<file path="config.mk">
export PLATFORM = sky130hd
export DESIGN_NAME = synth_div_cfg
export DESIGN_NICKNAME = d
export VERILOG_FILES = /design/src/rtl/sdc_pkg.sv /design/src/rtl/sdc_sync.sv /design/src/rtl/sdc_rise_det.sv /design/src/rtl/sdc_shifter.sv /design/src/rtl/sdc_cfg_regs.sv /design/src/rtl/synth_div_cfg.sv
export SDC_FILE = /design/constraint.sdc
export NUM_CORES = 1
export LEC_CHECK = 0
export BUFFER_PORTS_ARGS = -buffer_cell sky130_fd_sc_hd__clkbuf_2
export CAP_MARGIN = 20
export CORE_MARGIN = 4
export CORE_UTILIZATION = 25
export CTS_BUF_LIST = sky130_fd_sc_hd__clkbuf_4 sky130_fd_sc_hd__clkbuf_8
export DETAILED_ROUTE_END_ITERATION = 10
export SYNTH_ARGS = -nofsm -noshare
export SYNTH_HDL_FRONTEND = slang
export SYNTH_HIERARCHICAL = 1
export SYNTH_SLANG_ARGS = --single-unit
</file>
<file path="constraint.sdc">
create_clock -name clk -period 2.2 [get_ports clk]
set_clock_uncertainty 0.1 [all_clocks]
set_input_delay 0.22 -clock clk [delete_from_list [all_inputs] [get_ports clk]]
set_output_delay 0.22 -clock clk [all_outputs]
set_load 0.05 [all_outputs]
</file>
<file path="src/rtl/sdc_pkg.sv">
package sdc_pkg;
  localparam int M_W     = 9;
  localparam int N_W     = 2;
  localparam int T_W     = 3;
  localparam int FRAME_W = T_W + N_W + M_W;

  // Packed so that the earliest shifted bit lands in the top of t.
  typedef struct packed {
    logic [T_W-1:0] t;
    logic [N_W-1:0] n;
    logic [M_W-1:0] m;
  } div_cfg_t;
endpackage

</file>
<file path="src/rtl/sdc_sync.sv">
module sdc_sync #(
  parameter int             W       = 1,
  parameter int             STAGES  = 2,
  parameter logic [W-1:0]   RST_VAL = '0
) (
  input  logic         clk,
  input  logic         rst_n,
  input  logic [W-1:0] d,
  output logic [W-1:0] q
);
  logic [STAGES:0][W-1:0] chain;

  assign chain[0] = d;

  for (genvar g = 0; g < STAGES; g++) begin : g_stage
    always_ff @(posedge clk or negedge rst_n) begin
      if (!rst_n) chain[g+1] <= RST_VAL;
      else        chain[g+1] <= chain[g];
    end
  end

  assign q = chain[STAGES];
endmodule

</file>
<file path="src/rtl/sdc_rise_det.sv">
module sdc_rise_det #(
  parameter int W = 1
) (
  input  logic         clk,
  input  logic         rst_n,
  input  logic [W-1:0] lvl,
  output logic [W-1:0] rise
);
  logic [W-1:0] prev_q;

  always_ff @(posedge clk or negedge rst_n) begin
    if (!rst_n) prev_q <= '0;
    else        prev_q <= lvl;
  end

  assign rise = lvl & ~prev_q;
endmodule

</file>
<file path="src/rtl/sdc_shifter.sv">
module sdc_shifter
  import sdc_pkg::*;
(
  input  logic               clk,
  input  logic               rst_n,
  input  logic               shift_en,
  input  logic               sd,
  output logic [FRAME_W-1:0] sr_q,
  output logic [FRAME_W-1:0] sr_next
);
  logic [FRAME_W-1:0] sr_shifted;

  always_comb begin
    sr_shifted = {sr_q[FRAME_W-2:0], sd};
    sr_next    = shift_en ? sr_shifted : sr_q;
  end

  always_ff @(posedge clk or negedge rst_n) begin
    if (!rst_n)        sr_q <= '0;
    else if (shift_en) sr_q <= sr_shifted;
  end

  // no shift without a qualified serial clock rise
  p_sr_hold_r4: assert property (@(posedge clk) disable iff (!rst_n)
    !shift_en |=> $stable(sr_q));
  // newest bit enters at position 0
  p_sr_entry_r4: assert property (@(posedge clk) disable iff (!rst_n)
    shift_en |=> sr_q[0] == $past(sd));
endmodule

</file>
<file path="src/rtl/sdc_cfg_regs.sv">
module sdc_cfg_regs
  import sdc_pkg::*;
(
  input  logic               clk,
  input  logic               rst_n,
  input  logic               pl_n_s,
  input  logic [M_W-1:0]     pm_s,
  input  logic [N_W-1:0]     pn_s,
  input  logic               sld_s,
  input  logic               sld_rise,
  input  logic               sck_rise,
  input  logic [FRAME_W-1:0] sr_next,
  output div_cfg_t           act_q
);
  localparam div_cfg_t RST_CFG = '{t: '0, n: '1, m: '1};

  div_cfg_t sr_cfg;
  div_cfg_t act_d;
  logic     act_en;

  assign sr_cfg = div_cfg_t'(sr_next);

  always_comb begin
    act_d  = act_q;
    act_en = 1'b0;
    if (!pl_n_s) begin
      act_d.m = pm_s;
      act_d.n = pn_s;
      act_d.t = '0;
      act_en  = 1'b1;
    end else if (sld_rise) begin
      act_d  = sr_cfg;
      act_en = 1'b1;
    end else if (sld_s && sck_rise) begin
      act_d.m = sr_cfg.m;
      act_en  = 1'b1;
    end
  end

  always_ff @(posedge clk or negedge rst_n) begin
    if (!rst_n)      act_q <= RST_CFG;
    else if (act_en) act_q <= act_d;
  end

  // parallel mode forces the test code to zero
  p_par_test_zero_r2: assert property (@(posedge clk) disable iff (!rst_n)
    !pl_n_s |=> act_q.t == '0);
  // parallel mode follows the pins
  p_par_follow_r2: assert property (@(posedge clk) disable iff (!rst_n)
    !pl_n_s |=> (act_q.m == $past(pm_s)) && (act_q.n == $past(pn_s)));
  // transfer takes the shifter's value of that cycle
  p_transfer_r6: assert property (@(posedge clk) disable iff (!rst_n)
    (pl_n_s && sld_rise) |=> act_q == $past(sr_next));
  // latched settings hold while serial load is low
  p_latched_hold_r7: assert property (@(posedge clk) disable iff (!rst_n)
    (pl_n_s && !sld_s) |=> $stable(act_q));
  // pass-through updates only the feedback value
  p_pass_through_r8: assert property (@(posedge clk) disable iff (!rst_n)
    (pl_n_s && sld_s && !sld_rise && sck_rise) |=>
      (act_q.m == $past(sr_next[M_W-1:0])) && $stable(act_q.n) && $stable(act_q.t));
endmodule

</file>
<file path="src/rtl/synth_div_cfg.sv">
module synth_div_cfg
  import sdc_pkg::*;
#(
  parameter int SYNC_STAGES = 2,
  parameter int M_LO        = 125,
  parameter int M_HI        = 360
) (
  input  logic           clk,
  input  logic           rst_n,
  input  logic           par_load_n,
  input  logic [M_W-1:0] par_m,
  input  logic [N_W-1:0] par_n,
  input  logic           ser_clk,
  input  logic           ser_data,
  input  logic           ser_load,
  output logic [M_W-1:0] act_m,
  output logic [N_W-1:0] act_n,
  output logic [T_W-1:0] act_t,
  output logic           shift_out,
  output logic           m_out_of_range
);
  localparam int              IN_W   = 4 + M_W + N_W;
  localparam logic [IN_W-1:0] IN_RST = {1'b1, {(IN_W-1){1'b0}}};
  localparam logic [M_W-1:0]  LO_V   = M_W'(M_LO);
  localparam logic [M_W-1:0]  HI_V   = M_W'(M_HI);

  logic [IN_W-1:0]    raw_in;
  logic [IN_W-1:0]    syn_in;
  logic               pl_n_s, sld_s, sck_s, sd_s;
  logic [M_W-1:0]     pm_s;
  logic [N_W-1:0]     pn_s;
  logic [1:0]         rises;
  logic               sld_rise, sck_rise, shift_en;
  logic [FRAME_W-1:0] sr_q, sr_next;
  div_cfg_t           act_q;

  assign raw_in = {par_load_n, ser_load, ser_clk, ser_data, par_m, par_n};

  sdc_sync #(.W(IN_W), .STAGES(SYNC_STAGES), .RST_VAL(IN_RST)) u_sync (
    .clk   (clk),
    .rst_n (rst_n),
    .d     (raw_in),
    .q     (syn_in)
  );

  assign pl_n_s = syn_in[IN_W-1];
  assign sld_s  = syn_in[IN_W-2];
  assign sck_s  = syn_in[IN_W-3];
  assign sd_s   = syn_in[IN_W-4];
  assign pm_s   = syn_in[N_W +: M_W];
  assign pn_s   = syn_in[0 +: N_W];

  sdc_rise_det #(.W(2)) u_rise (
    .clk   (clk),
    .rst_n (rst_n),
    .lvl   ({sld_s, sck_s}),
    .rise  (rises)
  );

  assign sld_rise = rises[1];
  assign sck_rise = rises[0];
  assign shift_en = sck_rise & pl_n_s;

  sdc_shifter u_shift (
    .clk      (clk),
    .rst_n    (rst_n),
    .shift_en (shift_en),
    .sd       (sd_s),
    .sr_q     (sr_q),
    .sr_next  (sr_next)
  );

  sdc_cfg_regs u_cfg (
    .clk      (clk),
    .rst_n    (rst_n),
    .pl_n_s   (pl_n_s),
    .pm_s     (pm_s),
    .pn_s     (pn_s),
    .sld_s    (sld_s),
    .sld_rise (sld_rise),
    .sck_rise (sck_rise),
    .sr_next  (sr_next),
    .act_q    (act_q)
  );

  assign act_m          = act_q.m;
  assign act_n          = act_q.n;
  assign act_t          = act_q.t;
  assign shift_out      = sr_q[FRAME_W-1];
  assign m_out_of_range = (act_q.m < LO_V) || (act_q.m > HI_V);
endmodule

</file>
# Yosys cells after proc, flatten, opt, wreduce, memory -nomap -nowiden
# Cells that the tools add are included.
[totals] elab_cells=26 inputBits=17 ff_bits=60 output_inout_bits=16
[classes] n_eq_ne=2 bitwise_logic=3 n_mux=8 magnitude_cmp=2 reduce_logical=4
[op_table] cell="$mux W14" count=2
[op_table] cell="$mux W9" count=2
[op_table] cell="$gt A9 B9 Y1 const B" count=1
[op_table] cell="$lt A9 B7 Y1 const B" count=1
[op_table] cell="$mux W5" count=1
[op_table] cell="$reduce_and A2 Y1" count=2
[op_table] cell="$mux W1" count=3
[op_table] cell="$ne A3 B2 Y1 const B" count=1
[op_table] cell="$and A2 B2 Y2" count=1
[op_table] cell="$ne A2 B2 Y1 const B" count=1
[op_table] cell="$not A2 Y2" count=1
[op_table] cell="$and A1 B1 Y1" count=1
[op_table] cell="$logic_and A1 B1 Y1" count=1
[op_table] cell="$logic_or A1 B1 Y1" count=1

# Longest topological paths before layout
[depth] depth_word=7 mapped_depth=7 depth_no_buf=5

# Modules after synthesis
# The synthesis kept the hierarchy.
[by_module_without_submodules] module="sdc_sync" cells_per_inst=45 instances=1 area_per_inst_um2=865.8 seq_area_each_um2=753.2
[by_module_without_submodules] module="sdc_cfg_regs" cells_per_inst=48 instances=1 area_per_inst_um2=676.9 seq_area_each_um2=364.1
[by_module_without_submodules] module="sdc_shifter" cells_per_inst=29 instances=1 area_per_inst_um2=519.2 seq_area_each_um2=350.3
[by_module_without_submodules] module="sdc_rise_det" cells_per_inst=4 instances=1 area_per_inst_um2=77.6 seq_area_each_um2=50.0
[by_module_without_submodules] module="synth_div_cfg" cells_per_inst=8 instances=1 area_per_inst_um2=55.1 seq_area_each_um2=0.0

# Worst setup path before layout
# Ideal clock, no wire load.
[synth_path] path_kind="register -> output" start="register, netlist name u_cfg/act_q[4]" end="output m_out_of_range" n_path_buf=0 t_required_ns=1.880 arrival_ns=1.813 slack_ns=0.067 stages_incl_launch_ff=4 cell_sequence="dfstp_2 -> or4_1 -> o2111ai_1 -> a31oi_1"
[synth_between] elab_chain_cells=2 word_cells_on_any_way=3 classes_between="order compare (2); reduce/logical (1)"
[synth_lines] element="$lt A9 B7 Y1 or $gt A9 B9 Y1 (tied branches)" line="synth_div_cfg.sv:90" text="assign m_out_of_range = (act_q.m < LO_V) || (act_q.m > HI_V);"
[synth_lines] element="$logic_or A1 B1 Y1 (*)" line="synth_div_cfg.sv:90"
[synth_lines] element="end: declaration" line="synth_div_cfg.sv:20" text="output logic m_out_of_range"
# Mark *: on every way between the ends. The rest lies on a longest branch, timed or not.

# Worst setup path in the final report
[layout_path] start="register, netlist name u_cfg/act_q[4]" end="output m_out_of_range"
[layout_between] elab_chain_cells=2 word_cells_on_any_way=3 classes_between="order compare (2); reduce/logical (1)"
[layout_lines] element="$lt A9 B7 Y1 or $gt A9 B9 Y1 (tied branches)" line="synth_div_cfg.sv:90"
[layout_lines] element="$logic_or A1 B1 Y1 (*)" line="synth_div_cfg.sv:90"
# Marks and branches as above.

==> impl_metrics.xml <==
<?xml version="1.0" encoding="UTF-8"?>
<metrics>
  <group name="outcome">
    <metric name="run_status" unit="">finished clean</metric>
  </group>
  <group name="sta">
    <metric name="finalHoldViolCount" unit="">0</metric>
    <metric name="fmax" unit="MHz">496</metric>
    <metric name="period_minus_slack" unit="ns">2.02</metric>
    <metric name="transition_time_of_the_tightest_slew_check_pin" unit="ns">0.586</metric>
    <metric name="slew_headroom" unit="%">60.9</metric>
    <metric name="setup_viol_count_final" unit="">0</metric>
    <metric name="fin_worst_hold_slack" unit="ns">0.246</metric>
    <metric name="rsz_0062_raised_after_global_routing" unit="">no</metric>
    <metric name="timing_max_transition_violations_final" unit="">0</metric>
    <metric name="layout_worst_path_cycle_share" unit="%">91.6</metric>
    <metric name="setup_tns" unit="ns">0</metric>
  </group>
  <group name="power">
    <metric name="sequential_cell_fraction_of_total_power" unit="%">49.0</metric>
    <metric name="ratio_of_total_power_to_cell_area" unit="nW/µm²">1050</metric>
    <metric name="reported_leakage_power" unit="nW">1.24</metric>
    <metric name="switchingPower" unit="mW">0.840</metric>
    <metric name="switching_share_of_power" unit="%">29.3</metric>
    <metric name="fin_total_pwr" unit="mW">2.87</metric>
    <metric name="ir_drop" unit="V">0.000582</metric>
    <metric name="p_int" unit="mW">2.03</metric>
    <metric name="pwr-share-comb" unit="%">20.3</metric>
    <metric name="power.share.clock" unit="%">30.8</metric>
  </group>
  <group name="finish">
    <metric name="layout-drive-gt1-share" unit="%">55.1</metric>
    <metric name="nFillCells" unit="">833</metric>
    <metric name="syn2layout_area_growth" unit="%">24.7</metric>
    <metric name="non_filler_cell_area_final" unit="µm²">2740</metric>
    <metric name="n_antenna_cell" unit="">0</metric>
    <metric name="layout.nets" unit="">197</metric>
  </group>
  <group name="yosys">
    <metric name="synthCells" unit="">134</metric>
    <metric name="ys_seq_elements" unit="">60</metric>
    <metric name="ys_warn_count" unit="">6</metric>
    <metric name="sequential_share_of_the_synthesized_area" unit="%">69.2</metric>
    <metric name="synth.lib_cells_used.distinct" unit="">20</metric>
    <metric name="syn_nets" unit="">151</metric>
    <metric name="synthesis.area_per_instance" unit="µm²">16.4</metric>
    <metric name="mappedNetlistArea" unit="µm²">2190</metric>
  </group>
  <group name="grt">
    <metric name="initial_antenna_violation_count" unit="">0</metric>
    <metric name="first_global_vias" unit="">1234</metric>
    <metric name="grt_pass1_wl" unit="mm">6.06</metric>
    <metric name="maximum_number_of_pins_on_one_net_before_global_route_repair" unit="">26</metric>
    <metric name="grt-ovfl-total" unit="">0</metric>
    <metric name="globalRouteTotalUtil" unit="%">8.10</metric>
  </group>
  <group name="setup_path">
    <metric name="cp.required" unit="ns">1.88</metric>
    <metric name="crit_path_end_kind" unit="">output port</metric>
    <metric name="worst_r2r_path_depth" unit="">6</metric>
    <metric name="timing.critical_path.fanout_max" unit="">5</metric>
    <metric name="start_kind" unit="">flip-flop</metric>
    <metric name="timing.setup.critical_path_class" unit="">reg2out</metric>
    <metric name="critPathArrivalTime" unit="ns">1.70</metric>
    <metric name="reg2reg_to" unit="">u_cfg/act_q[7]</metric>
    <metric name="setup_slack_of_the_worst_register_to_register_path" unit="ns">0.27</metric>
    <metric name="rr_startpoint" unit="">u_rise/prev_q[0]</metric>
  </group>
  <group name="detailed_routing">
    <metric name="initialDrtViolationCount" unit="">31</metric>
    <metric name="final_wl" unit="mm">3.61</metric>
    <metric name="routedWlPerCell" unit="µm">12.4</metric>
    <metric name="drt_first_pass_iters" unit="">2</metric>
    <metric name="viasPerCell" unit="">3.94</metric>
    <metric name="detailroute.via_count" unit="">1142</metric>
    <metric name="drc_errors" unit="">0</metric>
    <metric name="antenna_violating_nets_post_route" unit="">0</metric>
  </group>
  <group name="die">
    <metric name="die_y" unit="µm">102</metric>
    <metric name="placement_rows" unit="">33</metric>
    <metric name="dieArea" unit="µm²">10300</metric>
    <metric name="ioPinCount" unit="">33</metric>
    <metric name="core" unit="µm²">8380</metric>
    <metric name="initial_core_util" unit="%">26.2</metric>
    <metric name="die_wd" unit="µm">102</metric>
  </group>
  <group name="clock_network">
    <metric name="ctsRootBufferMaster" unit="">sky130_fd_sc_hd__clkbuf_8</metric>
    <metric name="clkSlewWorstSetupHoldPaths" unit="ns">0.06</metric>
    <metric name="cts_buffers" unit="">9</metric>
    <metric name="tritoncts_clock_tree" unit="">built</metric>
    <metric name="clockBufferDepth" unit="">2</metric>
    <metric name="cts_htree_levels" unit="">3</metric>
    <metric name="clk-insertion-delay-late" unit="ns">0.33</metric>
    <metric name="clk_sinks" unit="">60</metric>
  </group>
  <group name="placement">
    <metric name="place.port_buffers" unit="">32</metric>
    <metric name="detailed_place.area" unit="µm²">2390</metric>
    <metric name="gpl.final_weighted_congestion" unit="">0.686</metric>
    <metric name="dp.final_hpwl" unit="mm">2.48</metric>
  </group>
  <group name="worst_hold_path">
    <metric name="holdPathStages" unit="">0</metric>
    <metric name="hp-start" unit="">u_sync/chain[26]</metric>
    <metric name="hold-path-endpoint" unit="">u_sync/q[11]</metric>
    <metric name="worst_hold_path_type" unit="">reg2reg</metric>
  </group>
  <group name="flow_run">
    <metric name="max-cap-violations" unit="">0</metric>
  </group>
</metrics>
[state kept, by name, summed over array words and instances (netlist names)]
name	count
u_sync/chain	15
u_sync/q	15
u_rise/prev_q	2
u_cfg/act_q	14
u_shift/sr_q	14
[metrics by stage]
stage	setup slack (ns)	std cells	util (%)
2_1_floorplan	0.0672	134	-
3_3_place_gp	0.285	258	28.5
3_5_place_dp	0.265	258	28.5
4_1_cts	0.153	290	32.6
5_1_grt	0.106	290	32.6
6_report	0.185	290	32.6
[critical path, cell delays in order, from the launching register on]
cell	delay, ns
sky130_fd_sc_hd__dfstp_2	0.39
sky130_fd_sc_hd__or4_1	0.51
sky130_fd_sc_hd__o2111ai_1	0.12
sky130_fd_sc_hd__a31oi_1	0.11
sky130_fd_sc_hd__clkbuf_2	0.24
[power by group through the flow]
| stage | sequential (mW) | combinational [mW] | clock, mW |
|---|---|---|---|
| detailed placement | 1.43 | 0.569 | 0 |
| finish | 1.40 | 0.581 | 0.882 |
| CTS | 1.41 | 0.592 | 0.926 |
| floorplan | 1.58 | 0.261 | 0 |
| global route | 1.42 | 0.623 | 0.985 |
| global placement | 1.42 | 0.560 | 0 |
[repair_timing]
action | in CTS | in global routing
resized for setup | 0 | 0
endpoints found under the hold margin | 32 | 0
hold buffers | 16 | 0
buffers inserted | 0 | 0
[cells by family after synthesis]
family,count (synthesis),synth area share (%)
mux,37,18.7
simple gates,10,3.14
compound gates,7,2.68
flops,60,69.2
buf+inv,20,6.33
[cells in the final DEF, fill, tap and decap left out, types with 2 or more instances in the layout]
master and instances:
sky130_fd_sc_hd__clkbuf_2 32, sky130_fd_sc_hd__clkinv_2 2, sky130_fd_sc_hd__nor2b_4 2, sky130_fd_sc_hd__nor2_1 5, sky130_fd_sc_hd__clkbuf_4 3, sky130_fd_sc_hd__clkbuf_8 11
sky130_fd_sc_hd__dlygate4sd3_1 16, sky130_fd_sc_hd__mux2_2 32, sky130_fd_sc_hd__dfrtp_1 47, sky130_fd_sc_hd__dfstp_2 13, sky130_fd_sc_hd__a21oi_1 2, sky130_fd_sc_hd__mux2i_1 5
sky130_fd_sc_hd__buf_4 5
[Yosys cell counts (all sizes together)]
cell | n | area, µm²
o2111ai | 1 | 8.76
o211ai | 1 | 7.51
a31oi | 1 | 6.26
buf | 16 | 124
dfstp | 13 | 342
inv | 2 | 7.50
dfrtp | 47 | 1180
o22ai | 1 | 6.26
and2 | 1 | 6.26
mux2i | 5 | 50.1
or4 | 1 | 7.51
nor2 | 5 | 18.8
mux2 | 32 | 360
a21oi | 2 | 10.0
nand4b | 1 | 8.76
a211oi | 1 | 20.0
nor2b | 2 | 27.5
clkbuf | 2 | 7.51
[worst max-delay path by stage]
stage                           startpoint        endpoint  slack, ns  cells after the start
final                       u_cfg/act_q[4]  m_out_of_range       0.18                      4
after global routing        u_cfg/act_q[4]  m_out_of_range       0.11                      4
after CTS                   u_cfg/act_q[4]  m_out_of_range       0.15                      4
after detailed placement  u_rise/prev_q[0]  u_cfg/act_q[7]       0.26                      6
after global placement    u_rise/prev_q[0]  u_cfg/act_q[6]       0.28                      6
after floorplan             u_cfg/act_q[4]  m_out_of_range       0.07                      3
[layout make-up]
type / count / area, µm² / area share (%)
Tap cell: 105 / 131 / 4.80
Timing Repair Buffer: 53 / 358 / 13.1
Sequential cell: 60 / 1520 / 55.5
Clock inverter: 2 / 10.0 / 0.366
Clock buffer: 14 / 174 / 6.36
Inverter: 2 / 7.51 / 0.274
Multi-Input combinational cell: 54 / 538 / 19.7
[layer usage]
layer	vias up	wire length, µm	global-route usage [%]
met5	-	0	0
met1	568	1590	9.22
met4	0	102	4.60
met3	9	183	4.27
li1	540	-	-
met2	25	1730	12.2
(Power assumes the default switching activity.)
